$ cat src/rtl/sram_ctrl_pkg.sv
package sram_ctrl_pkg;

  typedef enum logic [2:0] {
    ST_IDLE     = 3'd0,
    ST_RD_ACC   = 3'd1,
    ST_RD_END   = 3'd2,
    ST_WR_SEL   = 3'd3,
    ST_WR_PULSE = 3'd4,
    ST_WR_END   = 3'd5
  } sram_phase_e;

  // Round a time in picoseconds up to whole clock cycles, never below one.
  function automatic int ps_to_cyc(input int t_ps, input int clk_ps);
    int c;
    c = (t_ps + clk_ps - 1) / clk_ps;
    return (c < 1) ? 1 : c;
  endfunction

  function automatic int imax(input int a, input int b);
    return (a > b) ? a : b;
  endfunction

  function automatic int cnt_bits(input int n);
    return (n < 2) ? 1 : $clog2(n + 1);
  endfunction

endpackage

$ cat src/rtl/sram_float_timer.sv
// Counts down the time the RAM needs to release the shared bus.
module sram_float_timer #(
  parameter int HZ_CYC = 2
) (
  input  logic clk,
  input  logic rst,
  input  logic load,
  output logic clear
);
  import sram_ctrl_pkg::*;

  localparam int FW = cnt_bits(HZ_CYC);

  logic [FW-1:0] remain;

  always_ff @(posedge clk) begin
    if (rst) begin
      remain <= '0;
    end else if (load) begin
      remain <= FW'(HZ_CYC);
    end else if (remain != '0) begin
      remain <= remain - 1'b1;
    end
  end

  assign clear = (remain == '0);

endmodule

$ cat src/rtl/sram_dq_path.sv
// Address and write data holding registers plus the read capture register.
module sram_dq_path #(
  parameter int ADDR_W = 17,
  parameter int DATA_W = 8
) (
  input  logic              clk,
  input  logic              rst,
  input  logic              accept,
  input  logic              cap_en,
  input  logic [ADDR_W-1:0] req_addr,
  input  logic [DATA_W-1:0] req_wdata,
  input  logic [DATA_W-1:0] dq_i,
  output logic [ADDR_W-1:0] addr_q,
  output logic [DATA_W-1:0] wdata_q,
  output logic [DATA_W-1:0] rdata_q
);

  always_ff @(posedge clk) begin
    if (rst) begin
      addr_q  <= '0;
      wdata_q <= '0;
    end else if (accept) begin
      addr_q  <= req_addr;
      wdata_q <= req_wdata;
    end
  end

  always_ff @(posedge clk) begin
    if (rst) begin
      rdata_q <= '0;
    end else if (cap_en) begin
      rdata_q <= dq_i;
    end
  end

endmodule

$ cat src/rtl/sram_seq.sv
// Phase sequencer: all pin strobes are registered from the next phase.
module sram_seq #(
  parameter int RD_CYC = 3,
  parameter int WP_CYC = 2
) (
  input  logic clk,
  input  logic rst,
  input  logic req_valid,
  input  logic req_write,
  input  logic bus_clear,
  output logic req_ready,
  output logic accept,
  output logic cap_en,
  output logic sel_q,
  output logic oe_n_q,
  output logic we_n_q,
  output logic drv_q,
  output logic rsp_q,
  output logic done_q
);
  import sram_ctrl_pkg::*;

  localparam int CNT_W = cnt_bits(imax(RD_CYC, WP_CYC));

  sram_phase_e      st, nxt;
  logic [CNT_W-1:0] cnt, cnt_nxt;

  assign accept = (st == ST_IDLE) && req_valid;
  assign cap_en = (st == ST_RD_ACC) && (cnt == '0);

  always_comb begin
    nxt     = st;
    cnt_nxt = cnt;
    unique case (st)
      ST_IDLE: begin
        if (req_valid) begin
          if (req_write) begin
            nxt = ST_WR_SEL;
          end else begin
            nxt     = ST_RD_ACC;
            cnt_nxt = CNT_W'(RD_CYC - 1);
          end
        end
      end
      ST_RD_ACC: begin
        if (cnt == '0) nxt = ST_RD_END;
        else           cnt_nxt = cnt - 1'b1;
      end
      ST_RD_END: nxt = ST_IDLE;
      ST_WR_SEL: begin
        if (bus_clear) begin
          nxt     = ST_WR_PULSE;
          cnt_nxt = CNT_W'(WP_CYC - 1);
        end
      end
      ST_WR_PULSE: begin
        if (cnt == '0) nxt = ST_WR_END;
        else           cnt_nxt = cnt - 1'b1;
      end
      ST_WR_END: nxt = ST_IDLE;
      default:   nxt = ST_IDLE;
    endcase
  end

  always_ff @(posedge clk) begin
    if (rst) begin
      st        <= ST_IDLE;
      cnt       <= '0;
      sel_q     <= 1'b0;
      oe_n_q    <= 1'b1;
      we_n_q    <= 1'b1;
      drv_q     <= 1'b0;
      rsp_q     <= 1'b0;
      done_q    <= 1'b0;
      req_ready <= 1'b1;
    end else begin
      st        <= nxt;
      cnt       <= cnt_nxt;
      sel_q     <= (nxt == ST_RD_ACC) || (nxt == ST_WR_SEL) || (nxt == ST_WR_PULSE);
      oe_n_q    <= (nxt != ST_RD_ACC);
      we_n_q    <= (nxt != ST_WR_PULSE);
      drv_q     <= (nxt == ST_WR_PULSE) || (nxt == ST_WR_END);
      rsp_q     <= (nxt == ST_RD_END);
      done_q    <= (nxt == ST_WR_END);
      req_ready <= (nxt == ST_IDLE);
    end
  end

endmodule

$ cat src/rtl/sram_async_ctrl.sv
module sram_async_ctrl #(
  parameter int ADDR_W  = 17,
  parameter int DATA_W  = 8,
  parameter int CLK_PS  = 5000,
  parameter int T_RC_PS = 15000,
  parameter int T_AA_PS = 15000,
  parameter int T_OE_PS = 8000,
  parameter int T_WC_PS = 15000,
  parameter int T_CW_PS = 10000,
  parameter int T_WP_PS = 10000,
  parameter int T_DW_PS = 7000,
  parameter int T_HZ_PS = 8000
) (
  input  logic              clk,
  input  logic              rst,
  input  logic              req_valid,
  output logic              req_ready,
  input  logic              req_write,
  input  logic [ADDR_W-1:0] req_addr,
  input  logic [DATA_W-1:0] req_wdata,
  output logic              rsp_valid,
  output logic [DATA_W-1:0] rsp_rdata,
  output logic              wr_done,
  output logic [ADDR_W-1:0] sram_addr,
  output logic              sram_cs1_n,
  output logic              sram_cs2,
  output logic              sram_we_n,
  output logic              sram_oe_n,
  output logic [DATA_W-1:0] sram_dq_o,
  output logic              sram_dq_oe,
  input  logic [DATA_W-1:0] sram_dq_i
);
  import sram_ctrl_pkg::*;

  localparam int RD_CYC = imax(imax(ps_to_cyc(T_AA_PS, CLK_PS), ps_to_cyc(T_RC_PS, CLK_PS)),
                               ps_to_cyc(T_OE_PS, CLK_PS));
  // Select is already active one cycle before the pulse, so chip-select and
  // cycle-time windows need one cycle less inside the pulse itself.
  localparam int WP_CYC = imax(imax(ps_to_cyc(T_WP_PS, CLK_PS), ps_to_cyc(T_DW_PS, CLK_PS)),
                               imax(imax(ps_to_cyc(T_CW_PS, CLK_PS) - 1,
                                         ps_to_cyc(T_WC_PS, CLK_PS) - 1), 1));
  localparam int HZ_CYC = ps_to_cyc(T_HZ_PS, CLK_PS);

  logic accept, cap_en, bus_clear;
  logic sel_q, drv_q;

  sram_seq #(
    .RD_CYC (RD_CYC),
    .WP_CYC (WP_CYC)
  ) u_seq (
    .clk       (clk),
    .rst       (rst),
    .req_valid (req_valid),
    .req_write (req_write),
    .bus_clear (bus_clear),
    .req_ready (req_ready),
    .accept    (accept),
    .cap_en    (cap_en),
    .sel_q     (sel_q),
    .oe_n_q    (sram_oe_n),
    .we_n_q    (sram_we_n),
    .drv_q     (drv_q),
    .rsp_q     (rsp_valid),
    .done_q    (wr_done)
  );

  sram_float_timer #(
    .HZ_CYC (HZ_CYC)
  ) u_float (
    .clk   (clk),
    .rst   (rst),
    .load  (cap_en),
    .clear (bus_clear)
  );

  sram_dq_path #(
    .ADDR_W (ADDR_W),
    .DATA_W (DATA_W)
  ) u_dq (
    .clk       (clk),
    .rst       (rst),
    .accept    (accept),
    .cap_en    (cap_en),
    .req_addr  (req_addr),
    .req_wdata (req_wdata),
    .dq_i      (sram_dq_i),
    .addr_q    (sram_addr),
    .wdata_q   (sram_dq_o),
    .rdata_q   (rsp_rdata)
  );

  assign sram_cs1_n = ~sel_q;
  assign sram_cs2   = sel_q;
  assign sram_dq_oe = drv_q;

endmodule

$ cat config.mk
export PLATFORM = sky130hd
export DESIGN_NAME = sram_async_ctrl
export DESIGN_NICKNAME = d
export VERILOG_FILES = /design/src/rtl/sram_ctrl_pkg.sv /design/src/rtl/sram_float_timer.sv /design/src/rtl/sram_dq_path.sv /design/src/rtl/sram_seq.sv /design/src/rtl/sram_async_ctrl.sv
export SDC_FILE = /design/constraint.sdc
export NUM_CORES = 1
export LEC_CHECK = 0
export ABC_AREA = 1
export BUFFER_PORTS_ARGS = -buffer_cell sky130_fd_sc_hd__buf_2
export CAP_MARGIN = 20
export CORE_AREA = 2 2 75 77
export CTS_BUF_LIST = sky130_fd_sc_hd__clkbuf_2 sky130_fd_sc_hd__clkbuf_4 sky130_fd_sc_hd__clkbuf_8
export CTS_CLUSTER_DIAMETER = 40
export CTS_CLUSTER_SIZE = 10
export DETAILED_ROUTE_END_ITERATION = 12
export DIE_AREA = 0 0 77 79
export GPL_TIMING_DRIVEN = 0
export PLACE_DENSITY = 0.63
export SLEW_MARGIN = 20
export SYNTH_ARGS = -nofsm -noshare
export SYNTH_HDL_FRONTEND = slang
export SYNTH_SLANG_ARGS = --single-unit
$ cat constraint.sdc
create_clock -name clk -period 1.3 [get_ports clk]
set_clock_uncertainty 0.2 [all_clocks]
set_input_delay 0 -clock clk [delete_from_list [all_inputs] [get_ports clk]]
set_output_delay 0 -clock clk [all_outputs]
set_load 0.02 [all_outputs]
==> metrics.md, run 1 <==
| Metric | Value |
|---|---|
| Status | `finished with violations` |
| Violated checks | `negative setup slack` |
| Filler cells | `499` |
| Ant diodes | `0` |
| Initial antenna violation count | `0` |
| Setup ws final | `-0.08535 ns` |
| Nets | `392` |
| Critical path origin | `u_seq.st[0]` |
| Synthesized flop and latch total | `47` |
| CTS HTree Levels | `2` |
| Cell Pwr Density | `around 1500 nW/um^2` |
| Reg2reg setup slack | `-0.09 ns` |
| Synthesis Warnings | `0` |
| Setup CP Type | `flip-flop to flip-flop` |
| DR WL met3 | `180 um` |
| IO Pins | `78` |
| Comb power frac | `36.2%` |
| Arr. time, crit path | `1.36 ns` |
| Longest Clk Path Bufs | `2` |
| Wl on met1 | `1.981 mm` |
| RSZ-0062 raised after global routing | `true` |
| Slowest CP cell | `dfxtp_4` |
| Max Transition Viols Final | `0` |
| Final Setup Violations | `39` |
| Site row count | `27` |
| Syn_area_per_cell | `7.769 sq um` |
| DIE AREA | `6083 sq um` |
| Slew @ Worst Pin | `0.3872 ns` |
| CTS tree | `done` |
| Final hold vios | `0` |
| Initial Utilization | `33.33%` |
| Leakage Power | `1.444 nW` |
| Startpoint class of the critical path | `flip-flop` |
| Hold EP | `u_dq.addr_q[15]` |
| Fraction of layout cells with a size suffix above 1 | `45.48%` |
| Post-Synthesis Cells | `229` |
| First-pass GRT wire length | `7.734 mm` |
| Final Critical Period | `1.385 ns` |
| Post-DRT Antenna Nets | `0` |
| Crit path cell chain | `nor2_4 > nand3_1 > nor2_2 > nor2_4 > nand2_1 > o21ai_2` |
| Hold_sp | `rst` |
| Post-synthesis sequential area ratio | `52.88%` |
| Global route overflow | `0` |
| Part of the power in registers | `40.5%` |
| DR vias | `1853` |
| Gr usage total | `15.97%` |
| Sink Count | `47` |
| Cell variety after synth | `19` |
| DR top layer | `met4` |
| Vias in the first global route | `about 1.7k` |
| Routability congestion estimate | `0.8026` |
| Syn Std Cell Area | `1779 sq um` |
| Worst hold path class | `input port to flip-flop` |
| Tot Pwr | `4.442 mW` |
| Clk pin slew, worst setup/hold paths | `0.08 ns` |
| Routed WL | `4.863 mm` |
| Sw frac | `34.34%` |
| Largest net degree at the start of global routing | `14` |
| TNS Setup | `-1.140 ns` |
| Drt drc | `0` |
| DR WL met2 | `2.607 mm` |
| Chip width | `77 um` |
| Internal power | `slightly below 3 mW` |
| R2R depth | `6` |
| Peak supply drop | `0.6403 mV` |
| R2r startpoint | `u_seq.st[0]` |
| Crit-path max cell delay | `0.37 ns` |
| DP HPWL | `2.987 mm` |
| Clock Latency Late Sink | `0.29 ns` |
| Synth-to-layout area growth | `70.18%` |
| Num CTS Buffers | `5` |
| Cell mode on critical path | `nor2_4` |
| Period utilization | `106.6%` |
| Die H | `79 um` |
| Core ar. | `5338 sq um` |
| IO buf count | `between 70 and 80` |
| Crit path required time | `roughly 1.3 ns` |
| Max-cap violations | `0` |
| Syn_nets | `267` |
| Pre-CTS WS | `-0.1738 ns` |
| TritonRoute pass-1 iters | `4` |
| Root Driver | `clkbuf_8` |
| Critical Path Sink Type | `flip-flop` |
| Max frequency | `0.7218 GHz` |
| Iter 0 DRT Violations | `a little over 40` |
| Sw power | `1.526 mW` |
| Via density | `4.350` |
| Critical R2R Capture | `u_seq.req_ready` |
| Clock power share | `23.3%` |
| Relative slew slack | `74.19%` |
| Worst Hold Depth | `5` |
| Routed len/inst | `11.42 um` |
| Crit Path Max Fanout | `5` |
[metrics by stage]
step	std cells	hold slack (ns)	util (%)	area, sq um
2_1_floorplan	229	-0.05453	-	1827
3_3_place_gp	377	0.03951	43.04	2297
3_5_place_dp	377	0.04430	43.04	2297
4_1_cts	426	0.01986	54.95	2933
5_1_grt	426	0.05812	56.73	3028
6_report	426	0.03898	56.73	3028
[how the worst max path moves through the flow]
stage | to | cells after the start
floorplan | u_seq.sel_q | 7
global placement | u_seq.sel_q | 7
detailed placement | u_seq.sel_q | 7
CTS | u_seq.req_ready | 6
global route | u_dq.rdata_q[0] | 6
finish | u_seq.req_ready | 6
[synth_stat cells]
cell type / n / area (sq um)
nor2_2: 4 / 25.02
o21ai_0: 27 / 135.1
inv_1: 36 / 135.1
nor4_1: 1 / 6.260
o21ai_2: 2 / 17.52
buf_6: 1 / 11.26
clkbuf_2: 3 / 15.01
nand2_2: 2 / 12.51
nand3_2: 2 / 20.02
nand3_1: 8 / 40.04
o21ai_1: 6 / 30.03
buf_2: 6 / 30.03
a21oi_1: 27 / 135.1
inv_2: 5 / 18.77
nor2_1: 29 / 108.9
dfxtp_1: 47 / 940.9
nand2_1: 21 / 78.83
ha_1: 1 / 12.51
or2_1: 1 / 6.260
[cells in the final DEF, fill, tap and decap left out, drive strengths merged]
cell type     instances
buf                  90
o21ai                35
bufinv                1
ha                    1
a21oi                27
clkbuf                8
nand2                23
dlygate4sd3          35
nand3                10
nor4                  1
inv                  41
nor2                 33
or2                   1
dlymetal6s4s          1
dfxtp                47
[sequential cells by signal, summed over array words and instances, names as in the netlist, 2 cells and up]
signal and count:
u_dq.addr_q 17, u_dq.rdata_q 8, u_dq.wdata_q 8, u_seq.st 3, u_float.remain 2, u_seq.cnt 2
[cell type report]
cell class / count / area, sq um / area share, %
flip-flops and latches: 47 / 955.9 / 31.57
inverters: 41 / 158.9 / 5.248
clock buffers: 6 / 76.32 / 2.521
well taps: 72 / 90.09 / 2.975
plain buffers: 10 / 87.58 / 2.893
repair buffers: 118 / 792.0 / 26.16
clock inverters: 1 / 30.03 / 0.9917
multi-input cells: 131 / 837.1 / 27.64
[routing by layer]
layer	GRT usage (%)	up-vias
met5	0	-
met4	6.429	0
met3	3.295	9
met2	30.44	40
met1	17.21	836
li1	-	968
[power groups by stage]
stage | logic, mW | clock network [mW] | registers [mW]
6_report | 1.61 | 1.04 | 1.80
2_1_floorplan | 0.637 | 0 | 2.05
3_5_place_dp | 1.25 | 0 | 1.81
3_3_place_gp | 1.24 | 0 | 1.81
5_1_grt | 1.76 | 1.13 | 1.83
4_1_cts | 1.52 | 1.07 | 1.79
[kinds of logic (layout without fill, tap and decap cells)]
group,count (synthesis),after routing,synth area share [%]
AND/OR/NAND/NOR,68,68,16.74
AO/OA/AOI/OAI,62,62,17.86
buffers and inverters,51,176,11.81
flip-flops,47,47,52.88
adder cells (fa/ha/maj),1,1,0.7031
[what timing repair did]
action,4_1_cts,5_1_grt
pin swaps,14,7
cloned,1,0
buffers inserted,5,0
setup endpoints to repair,41,44
gates resized for setup,60,33
endpoints found under the hold margin,42,0
hold buffers,36,0
[worst max-delay path, delay by kind of cell (launching register included)]
family	cells	cell delay [ns]
AOI/OAI and AO/OA	1	0.05
DFF	1	0.37
and+or+nand+nor	5	0.66
Note: power is estimated with default switching activity, not from simulation.
==> run 2, diff against run 1 <==
--- a/config.mk
+++ b/config.mk
@@ -8,14 +8,16 @@
 export ABC_AREA = 1
 export BUFFER_PORTS_ARGS = -buffer_cell sky130_fd_sc_hd__buf_2
 export CAP_MARGIN = 20
-export CORE_AREA = 2 2 75 77
+export CELL_PAD_IN_SITES_DETAIL_PLACEMENT = 1
+export CELL_PAD_IN_SITES_GLOBAL_PLACEMENT = 2
+export CORE_AREA = 2 2 91 93
 export CTS_BUF_LIST = sky130_fd_sc_hd__clkbuf_2 sky130_fd_sc_hd__clkbuf_4 sky130_fd_sc_hd__clkbuf_8
 export CTS_CLUSTER_DIAMETER = 40
 export CTS_CLUSTER_SIZE = 10
 export DETAILED_ROUTE_END_ITERATION = 12
-export DIE_AREA = 0 0 77 79
+export DIE_AREA = 0 0 93 95
 export GPL_TIMING_DRIVEN = 0
-export PLACE_DENSITY = 0.63
+export PLACE_DENSITY = 0.76
 export SLEW_MARGIN = 20
 export SYNTH_ARGS = -nofsm -noshare
 export SYNTH_HDL_FRONTEND = slang
==> metrics.md, run 2 (same netlist as run 1, synthesis figures left out) <==
| Metric | Value |
|---|---|
| CTS HTree Levels | `2 (unchanged)` |
| Tot Pwr | `4.417 mW (-0.56%)` |
| DP HPWL | `3.694 mm (+24%)` |
| Setup ws final | `-0.1523 ns (-0.06699 ns)` |
| Final hold vios | `0 (unchanged)` |
| Sw power | `1.564 mW (+2.5%)` |
| Arr. time, crit path | `1.43 ns (+0.07 ns)` |
| Largest Register | `u_dq.addr_q` |
| Filler cells | `995 (+99%)` |
| RSZ-0062 raised after global routing | `true` |
| Core ar. | `7928 sq um (+49%)` |
| Max reg flops | `17 (unchanged)` |
| Vias in the first global route | `1900 (+8.6%)` |
| TNS Setup | `-2.512 ns (-1.372 ns)` |
| Critical Path Sink Type | `flip-flop` |
| Drt drc | `0 (unchanged)` |
| Relative slew slack | `74.30% (+0.11 points)` |
| Post-DRT Antenna Nets | `0 (unchanged)` |
| Global route overflow | `0 (unchanged)` |
| Nets | `391 (-0.26%)` |
| Initial Utilization | `22.44% (-11 points)` |
| CTS tree | `done` |
| CP Buf/Inv Count | `1 (+1)` |
| Worst hold path class | `input port to flip-flop` |
| Largest net degree at the start of global routing | `14 (unchanged)` |
| Initial antenna violation count | `0 (unchanged)` |
| Via density | `4.102 (-5.7%)` |
| Max Transition Viols Final | `0 (unchanged)` |
| Crit path max-delay family | `flip-flops` |
| IO Pins | `78 (unchanged)` |
| Min Hold Slack | `0.05780 ns (+0.01882 ns)` |
| IO buf count | `76 (unchanged)` |
| Sink Count | `47 (unchanged)` |
| Status | `finished with violations` |
| Iter 0 DRT Violations | `35 (-15%)` |
| DR vias | `1883 (+1.6%)` |
| Part of the power in registers | `40.7% (+0.2 points)` |
| Violated checks | `negative setup slack` |
| Internal power | `2.854 mW (-2.2%)` |
| Startpoint class of the critical path | `flip-flop` |
| Fraction of layout cells with a size suffix above 1 | `45.48% (unchanged)` |
| Routed WL | `5.616 mm (+15%)` |
| Comb power frac | `37.3% (+1.1 points)` |
| Final Critical Period | `1.452 ns (+0.06699 ns)` |
| Setup CP Type | `flip-flop to flip-flop` |
| Clk pin slew, worst setup/hold paths | `0.08 ns (about the same)` |
| Root Driver | `clkbuf_8` |
| Sw frac | `35.40% (+1.1 points)` |
| Die H | `95 um (+20%)` |
| Longest Clk Path Bufs | `2 (unchanged)` |
| Period utilization | `111.7% (+5.2 points)` |
| Num CTS Buffers | `5 (unchanged)` |
| Clock power share | `22.0% (-1.3 points)` |
| Commonest non-fill, non-tap cell in the layout | `buf_2` |
| First-pass GRT wire length | `9.025 mm (+17%)` |
| Peak supply drop | `0.6093 mV (-4.9%)` |
| Max frequency | `0.6885 GHz (-4.6%)` |
| Slew @ Worst Pin | `0.3842 ns (-0.002947 ns)` |
| Routability congestion estimate | `0.7696 (-4.1%)` |
| Gr usage total | `12.94% (-3.0 points)` |
| Largest regs | `u_dq.addr_q x17, u_dq.rdata_q x8, u_dq.wdata_q x8` |
| Chip width | `93 um (+21%)` |
| Routed len/inst | `12.24 um (+7.2%)` |
| Pre-CTS WS | `-0.2151 ns (-0.04129 ns)` |
| Crit path required time | `1.28 ns (about the same)` |
| Clock Latency Late Sink | `0.29 ns (about the same)` |
| DIE AREA | `8835 sq um (+45%)` |
| Commonest cells after routing, fill and taps aside | `buf_2, dfxtp_1, dlygate4sd3_1` |
| Final Setup Violations | `39 (unchanged)` |
| Cell Pwr Density | `1443 nW/um^2 (-1.7%)` |
| Slowest CP cell | `dfxtp_4` |
| Synth-to-layout area growth | `72.08%` |
| TritonRoute pass-1 iters | `4 (unchanged)` |
| Crit Path Max Fanout | `10 (+5)` |
| Ant diodes | `0 (unchanged)` |
| Leakage Power | `1.435 nW (-0.68%)` |
| Crit-path max cell delay | `0.38 ns (about the same)` |
| Crit path cell chain | `nor2_4 > nand3_4 > buf_8 > o21ai_0 > a21oi_1` |
| Max-cap violations | `0 (unchanged)` |
| Site row count | `33 (+22%)` |
-- run 2: final timing paths --
check / start / endpoint / slack [ns] / cells past startpoint
worst min-delay path: rst / u_dq.addr_q[13] / 0.06 / 5
worst max register to register: u_seq.st[0] / u_dq.addr_q[1] / -0.15 / 5
worst max-delay path: u_seq.st[0] / u_dq.addr_q[1] / -0.15 / 5
worst min register to register: u_float.remain[0] / u_float.remain[0] / 0.23 / 1
-- run 2: metal layers --
metal / track usage (%) / vias up / share of wire [%]
met4: 4.167 / 0 / 1.9
met2: 22.52 / 44 / 51
met3: 3.352 / 9 / 4.0
met1: 15.59 / 867 / 43
li1: - / 963 / -
met5: 0 / - / 0
-- run 2: final cells by class --
class / instances / area (sq um) / share of cell area [%]
sequential: 47 / 953.4 / 31.14
multi-input combinational: 131 / 839.6 / 27.42
timing repair buffer: 117 / 789.5 / 25.79
inverter: 41 / 156.4 / 5.108
tap: 105 / 131.4 / 4.291
clock buffer: 8 / 103.9 / 3.392
buffer: 10 / 87.58 / 2.861
-- run 2: tightest hold or removal path, stage by stage --
cell and delay [ns]:
buf_2 0.10, inv_1 0.09, buf_2 0.21, o21ai_2 0.07
a21oi_1 0.04
-- run 2: through the flow --
stage               instance area [sq um]  cells  util [%]
floorplan                            1827    229         -
global placement                     2338    410     29.50
detailed placement                   2338    410     29.50
CTS                                  2942    457     37.11
global route                         3062    459     38.62
finish                               3062    459     38.62
-- run 2: power by group through the flow --
stage | combinational (mW) | clock [mW] | sequential (mW)
CTS | 1.52 | 1.03 | 1.80
detailed placement | 1.29 | 0 | 1.82
global placement | 1.27 | 0 | 1.82
floorplan | 0.637 | 0 | 2.05
finish | 1.65 | 0.971 | 1.80
global route | 1.82 | 1.10 | 1.83
-- run 2: repair_timing --
item                                    in CTS  in global routing
hold endpoints to repair                    41                  0
setup buffers                                2                  2
hold buffers                                36                  0
pin swaps                                    7                  5
gates resized for setup                     37                 53
endpoints found under the setup margin      43                 44
cloned                                       1                  0
